==> config.mk <==
export PLATFORM = sky130hd
export DESIGN_NAME = gpio_li_ctrl
export DESIGN_NICKNAME = d
export VERILOG_FILES = /design/src/rtl/gpio_li_pkg.sv /design/src/rtl/gpio_li_sync.sv /design/src/rtl/gpio_li_irq.sv /design/src/rtl/gpio_li_ctrl.sv
export SDC_FILE = /design/constraint.sdc
export NUM_CORES = 1
export LEC_CHECK = 0
export BUFFER_PORTS_ARGS = -buffer_cell sky130_fd_sc_hd__buf_2
export CAP_MARGIN = 20
export CORE_UTILIZATION = 60
export DETAILED_ROUTE_END_ITERATION = 12
export GPL_ROUTABILITY_DRIVEN = 0
export PLACE_DENSITY = 0.92
export RECOVER_POWER = 50
export SKIP_CTS_REPAIR_TIMING = 1
export SYNTH_ARGS = -nofsm -noshare
export SYNTH_HDL_FRONTEND = slang
export SYNTH_SLANG_ARGS = --single-unit
==> constraint.sdc <==
create_clock -name clk_i -period 2 [get_ports clk_i]
set_input_delay 0.3 -clock clk_i [delete_from_list [all_inputs] [get_ports clk_i]]
set_output_delay 0.3 -clock clk_i [all_outputs]
set_load 0.01 [all_outputs]
==> src/rtl/gpio_li_pkg.sv <==
package gpio_li_pkg;
  parameter int POL_STRIDE  = 4;
  parameter int POL_PER_REG = 8;

  parameter logic [7:0] OFF_DOUT = 8'h00;
  parameter logic [7:0] OFF_OE   = 8'h04;
  parameter logic [7:0] OFF_DIN  = 8'h08;
  parameter logic [7:0] OFF_STAT = 8'h0C;
  parameter logic [7:0] OFF_TYP0 = 8'h10;
  parameter logic [7:0] OFF_IEN  = 8'h14;
  parameter logic [7:0] OFF_TYP1 = 8'h18;
  parameter logic [7:0] OFF_MUX  = 8'h1C;

  // writable polarity bits for a type register serving cnt pins
  function automatic logic [31:0] pol_mask(int cnt);
    logic [31:0] m;
    m = '0;
    for (int i = 0; i < 32; i++)
      if ((i % POL_STRIDE) == 0 && (i / POL_STRIDE) < cnt) m[i] = 1'b1;
    return m;
  endfunction
endpackage

==> src/rtl/gpio_li_sync.sv <==
module gpio_li_sync #(
  parameter int W = 12
) (
  input  logic         clk_i,
  input  logic         rst_ni,
  input  logic [W-1:0] d_i,
  output logic [W-1:0] q_o
);
  logic [W-1:0] s1_q, s2_q;

  always_ff @(posedge clk_i or negedge rst_ni) begin
    if (!rst_ni) begin
      s1_q <= '0;
      s2_q <= '0;
    end else begin
      s1_q <= d_i;
      s2_q <= s1_q;
    end
  end

  assign q_o = s2_q;
endmodule

==> src/rtl/gpio_li_irq.sv <==
module gpio_li_irq
  import gpio_li_pkg::*;
#(
  parameter int NPINS = 12,
  parameter int DW    = 32
) (
  input  logic             clk_i,
  input  logic             rst_ni,
  input  logic [NPINS-1:0] pin_i,
  input  logic [DW-1:0]    type0_i,
  input  logic [DW-1:0]    type1_i,
  input  logic [NPINS-1:0] clr_i,
  input  logic [NPINS-1:0] en_i,
  output logic [NPINS-1:0] status_o,
  output logic             irq_o
);
  logic [NPINS-1:0] pol, active, status_q;

  for (genvar n = 0; n < NPINS; n++) begin : g_pol
    if (n < POL_PER_REG) begin : g_lo
      assign pol[n] = type0_i[POL_STRIDE*n];
    end else begin : g_hi
      assign pol[n] = type1_i[POL_STRIDE*(n-POL_PER_REG)];
    end
  end

  assign active = pin_i ^ pol;

  // set wins over clear: a level still present re-latches at once
  always_ff @(posedge clk_i or negedge rst_ni) begin
    if (!rst_ni) status_q <= '0;
    else         status_q <= (status_q & ~clr_i) | active;
  end

  assign status_o = status_q;
  assign irq_o    = |(status_q & en_i);

  p_clear_blocked_r6: assert property (@(posedge clk_i) disable iff (!rst_ni)
    1'b1 |=> ((status_q & $past(active)) == $past(active)));

  p_w1c_only_r5: assert property (@(posedge clk_i) disable iff (!rst_ni)
    1'b1 |=> (($past(status_q) & ~status_q & ~$past(clr_i)) == '0));

  p_set_needs_level_r5: assert property (@(posedge clk_i) disable iff (!rst_ni)
    1'b1 |=> ((status_q & ~$past(status_q) & ~$past(active)) == '0));
endmodule

==> src/rtl/gpio_li_ctrl.sv <==
module gpio_li_ctrl
  import gpio_li_pkg::*;
#(
  parameter int NPINS = 12,
  parameter int DW    = 32,
  parameter int AW    = 5
) (
  input  logic             clk_i,
  input  logic             rst_ni,
  input  logic             bus_wr_i,
  input  logic             bus_rd_i,
  input  logic [AW-1:0]    bus_addr_i,
  input  logic [DW-1:0]    bus_wdata_i,
  output logic [DW-1:0]    bus_rdata_o,
  input  logic [NPINS-1:0] pad_in_i,
  output logic [NPINS-1:0] pad_out_o,
  output logic [NPINS-1:0] pad_oe_o,
  output logic             irq_o
);
  localparam int LO_PINS = (NPINS < POL_PER_REG) ? NPINS : POL_PER_REG;
  localparam int HI_PINS = (NPINS > POL_PER_REG) ? NPINS - POL_PER_REG : 0;
  localparam logic [DW-1:0] T0_MASK = DW'(pol_mask(LO_PINS));
  localparam logic [DW-1:0] T1_MASK = DW'(pol_mask(HI_PINS));

  localparam logic [AW-1:0] A_DOUT = AW'(OFF_DOUT);
  localparam logic [AW-1:0] A_OE   = AW'(OFF_OE);
  localparam logic [AW-1:0] A_DIN  = AW'(OFF_DIN);
  localparam logic [AW-1:0] A_STAT = AW'(OFF_STAT);
  localparam logic [AW-1:0] A_TYP0 = AW'(OFF_TYP0);
  localparam logic [AW-1:0] A_IEN  = AW'(OFF_IEN);
  localparam logic [AW-1:0] A_TYP1 = AW'(OFF_TYP1);
  localparam logic [AW-1:0] A_MUX  = AW'(OFF_MUX);

  logic [NPINS-1:0] dout_q, oe_q, en_q, pin_sync, status, clr;
  logic [DW-1:0]    type0_q, type1_q, mux_q, rdata_q, rd_mux;

  gpio_li_sync #(.W(NPINS)) i_sync (
    .clk_i  (clk_i),
    .rst_ni (rst_ni),
    .d_i    (pad_in_i),
    .q_o    (pin_sync)
  );

  assign clr = (bus_wr_i && bus_addr_i == A_STAT) ? bus_wdata_i[NPINS-1:0] : '0;

  gpio_li_irq #(.NPINS(NPINS), .DW(DW)) i_irq (
    .clk_i    (clk_i),
    .rst_ni   (rst_ni),
    .pin_i    (pin_sync),
    .type0_i  (type0_q),
    .type1_i  (type1_q),
    .clr_i    (clr),
    .en_i     (en_q),
    .status_o (status),
    .irq_o    (irq_o)
  );

  always_ff @(posedge clk_i or negedge rst_ni) begin
    if (!rst_ni) begin
      dout_q  <= '0;
      oe_q    <= '0;
      en_q    <= '0;
      type0_q <= '0;
      type1_q <= '0;
      mux_q   <= '0;
    end else if (bus_wr_i) begin
      unique case (bus_addr_i)
        A_DOUT:  dout_q  <= bus_wdata_i[NPINS-1:0];
        A_OE:    oe_q    <= bus_wdata_i[NPINS-1:0];
        A_IEN:   en_q    <= bus_wdata_i[NPINS-1:0];
        A_TYP0:  type0_q <= bus_wdata_i & T0_MASK;
        A_TYP1:  type1_q <= bus_wdata_i & T1_MASK;
        A_MUX:   mux_q   <= bus_wdata_i;
        default: ;
      endcase
    end
  end

  always_comb begin
    unique case (bus_addr_i)
      A_DOUT:  rd_mux = DW'(dout_q);
      A_OE:    rd_mux = DW'(oe_q);
      A_DIN:   rd_mux = DW'(pin_sync);
      A_STAT:  rd_mux = DW'(status);
      A_TYP0:  rd_mux = type0_q;
      A_IEN:   rd_mux = DW'(en_q);
      A_TYP1:  rd_mux = type1_q;
      A_MUX:   rd_mux = mux_q;
      default: rd_mux = '0;
    endcase
  end

  always_ff @(posedge clk_i or negedge rst_ni) begin
    if (!rst_ni)       rdata_q <= '0;
    else if (bus_rd_i) rdata_q <= rd_mux;
  end

  assign bus_rdata_o = rdata_q;
  assign pad_out_o   = dout_q;
  assign pad_oe_o    = oe_q;

  p_oe_hold_r2: assert property (@(posedge clk_i) disable iff (!rst_ni)
    !(bus_wr_i && bus_addr_i == A_OE) |=> $stable(pad_oe_o));

  p_mask_quiet_r7: assert property (@(posedge clk_i) disable iff (!rst_ni)
    (en_q == '0) |-> !irq_o);

  p_rd_hold_r10: assert property (@(posedge clk_i) disable iff (!rst_ni)
    !bus_rd_i |=> $stable(bus_rdata_o));

  p_din_upper_zero_r9: assert property (@(posedge clk_i) disable iff (!rst_ni)
    (bus_rd_i && bus_addr_i == A_DIN) |=> (bus_rdata_o[DW-1:NPINS] == '0));
endmodule

==> results.yml <==
grt:
  antenna_found_initial: 0
  grt_first_pass_wirelength_mm: 25.42
  track_usage: 0.3393
  grt_pass1_vias: 4568
  grt-ovfl-total: 0
  grt_max_degree: 57
clock_network:
  clk_latency_ns: 0.55
  numCtsBuffers: 17
  cts_max_path_buffers: 2
  clk_pin_slew_ns: 0.06
  root_buffer: "clkbuf_8"
  cts.sinks: 148
  cts_tree: "yes"
  cts.htree.levels: 4
placed_design:
  dp_hpwl_mm: 10.73
  port_buffers: 109
outcome:
  status: "finished with violations"
  violations: "hold timing, setup timing"
timing:
  timing.fmax_mhz: 455.4
  tns_ns: -0.1958
  rsz0062_at_grt: "yes"
  post-route-period-util: 1.098
  clock_skew_ns: 0.008731
  worstMarginPinSlew_ns: 1.436
  period_minus_slack_ns: 2.196
  slew_headroom: 0.04273
  worst_slack_ns: -0.1958
  finalHoldViolations: 1
  drv_slew: 0
  whs_ns: -0.002097
  final-setup-viol-count: 1
yosys:
  yosysWarnings: 0
  synth_area_sq_um: 6035
  ys_seq_elements: 148
  seq_area_frac_synth: 0.6137
  synthesis.nets: 486
  syn_area_per_cell_sq_um: 13.94
  postSynthCellCount: 433
  ys_types: 36
setup_path:
  crit_required_ns: 1.70
  worstPathArrival_ns: 1.90
  startpoint_type: "flip-flop"
  critPathKind: "reg -> out"
  path_max_fanout: 3
  critPathCaptureType: "output pin"
cells_and_area:
  drive_gt1_frac: 0.3671
  area_growth_pct: 28.24
  layout.nets: 642
  fillerInstances: 528
drt:
  drc: 0
  avgViaCountPerCell: 6.417
  vias: 4723
  first_pass_iters: 7
  drtIter0Drc: 404
  wirelength_mm: 18.07
  routedWlPerCell_um: 24.55
  ant_nets: 0
floorplanning:
  die_x_um: 102.3
  core_sq_um: 9774
  fp.dieH_um: 102.3
  num_io_pins: 110
  std_cell_rows: 36
  dieArea_sq_um: 10460
  start_util: 0.6174
power:
  cellPowerDensity_nw_per_um2: 1035
  p_leak_nw: 3.764
  ir_worst_vdd_uv: 620.4
hold_path:
  holdCritPathClass: "in -> reg"
job:
  maxCapViolCount: 0
[cell type report]
class                      count  area (sq um)  area share
multi-input combinational    258          2226      0.2876
inverter                       4         15.01    0.001940
tap                          133         166.4     0.02150
timing repair buffer         160          1017      0.1314
antenna                        1         2.502   0.0003234
clock buffer                  17         414.1     0.05352
clock inverter                15         193.9     0.02506
sequential                   148          3704      0.4786
[synthesized netlist by cell type]
library cell	instances	area, sq um
a211o_1	3	26.28
a21o_1	12	90.09
a21oi_1	7	35.03
a221o_1	3	30.03
a221oi_1	9	78.83
a22o_1	23	201.4
a22oi_1	14	105.1
a32oi_1	2	17.52
and2_0	1	6.260
and2_1	3	18.77
and3_1	2	12.51
and4bb_1	1	12.51
buf_2	15	75.07
buf_4	1	7.510
clkbuf_1	7	26.28
dfrtp_1	148	3704
inv_1	4	15.01
mux2_1	30	337.8
mux2_2	50	563.0
mux2i_1	13	130.1
mux4_2	3	67.56
nand2_1	22	82.58
nand2b_1	2	12.51
nand3_1	8	40.04
nand4bb_1	1	11.26
nor2_1	13	48.80
nor2_2	1	6.260
nor2b_1	2	12.51
nor3_1	5	25.02
nor3b_2	1	12.51
nor4_1	1	6.260
o21ai_0	3	15.01
o221ai_1	3	26.28
o2bb2ai_1	7	61.31
or3b_2	1	8.760
xor2_1	12	105.1
[registers in the layout, indices dropped and copies added, names as in the netlist]
signal	count
type0_q	8
type1_q	4
mux_q	32
i_irq.status_o	12
i_sync.s1_q	12
en_q	12
i_sync.q_o	12
pad_out_o	12
bus_rdata_o	32
pad_oe_o	12
[logic make-up after synthesis]
group	synth area share
compound gates	0.1138
xor+xnor	0.01742
buf+inv	0.02053
flops	0.6137
mux	0.1820
simple gates	0.05246
[metal layers]
| layer | wire, um | global-route usage | share of wire | vias up |
|---|---|---|---|---|
| met4 | 805 | 0.1769 | 0.045 | 0 |
| met1 | 6384 | 0.4233 | 0.35 | 2351 |
| met3 | 1759 | 0.09302 | 0.097 | 83 |
| met5 | 0 | 0 | 0 | - |
| li1 | - | - | - | 1921 |
| met2 | 9122 | 0.5457 | 0.50 | 368 |
[through the flow]
step | cell area [sq um] | instances | worst slack (ns) | total power, mW | util
after floorplan | 6035 | 433 | 0.3586 | 4.130 | -
after global placement | 6889 | 678 | 0.1157 | 4.531 | 0.7048
after detailed placement | 6889 | 678 | 0.1300 | 4.606 | 0.7048
after CTS | 7497 | 710 | -0.2229 | 7.892 | 0.7670
after global routing | 7736 | 735 | -0.2165 | 8.233 | 0.7915
final | 7739 | 736 | -0.1958 | 8.008 | 0.7917
[report_power, final]
part           internal [mW]  switching (mW)
logic                  0.516           0.510
registers               3.35           0.324
clock network           1.94            1.36
[path summary, 6_finish.rpt]
kind                                    from              end  slack, ns  cells after the start
hold / removal               bus_wdata_i[28]        mux_q[28]     -0.002                      2
min in group asynchronous             rst_ni  bus_rdata_o[22]       0.65                      2
setup / recovery           i_irq.status_o[8]            irq_o      -0.20                      4
max in group asynchronous             rst_ni      type0_q[24]       0.25                      3
setup reg to reg           i_irq.status_o[1]   bus_rdata_o[1]       0.60                      2
hold reg to reg               i_sync.s1_q[8]    i_sync.q_o[8]       0.35                      0
[critical path, cell delays in order (launching register included)]
cell and delay, ns:
dfrtp_1 0.40, a22o_1 0.28, a221oi_1 0.33, nand3_1 0.17, buf_2 0.17
[cell usage in the layout, fill, tap and decap left out, drive strengths merged, types with 4 or more instances in the layout]
cell | synthesis | final
inv | 4 | 11
nor2 | 14 | 14
nor3 | 5 | 5
a22o | 23 | 23
a22oi | 14 | 14
buf | 16 | 130
dlygate4sd3 | 0 | 25
a221oi | 9 | 9
a21oi | 7 | 7
nand3 | 8 | 8
mux2 | 80 | 80
clkbuf | 7 | 22
clkinv | 0 | 5
mux2i | 13 | 13
dfrtp | 148 | 148
o2bb2ai | 7 | 7
and2 | 4 | 4
xor2 | 12 | 12
nand2 | 22 | 22
a21o | 12 | 12
Power figures use the tool's default switching activity.
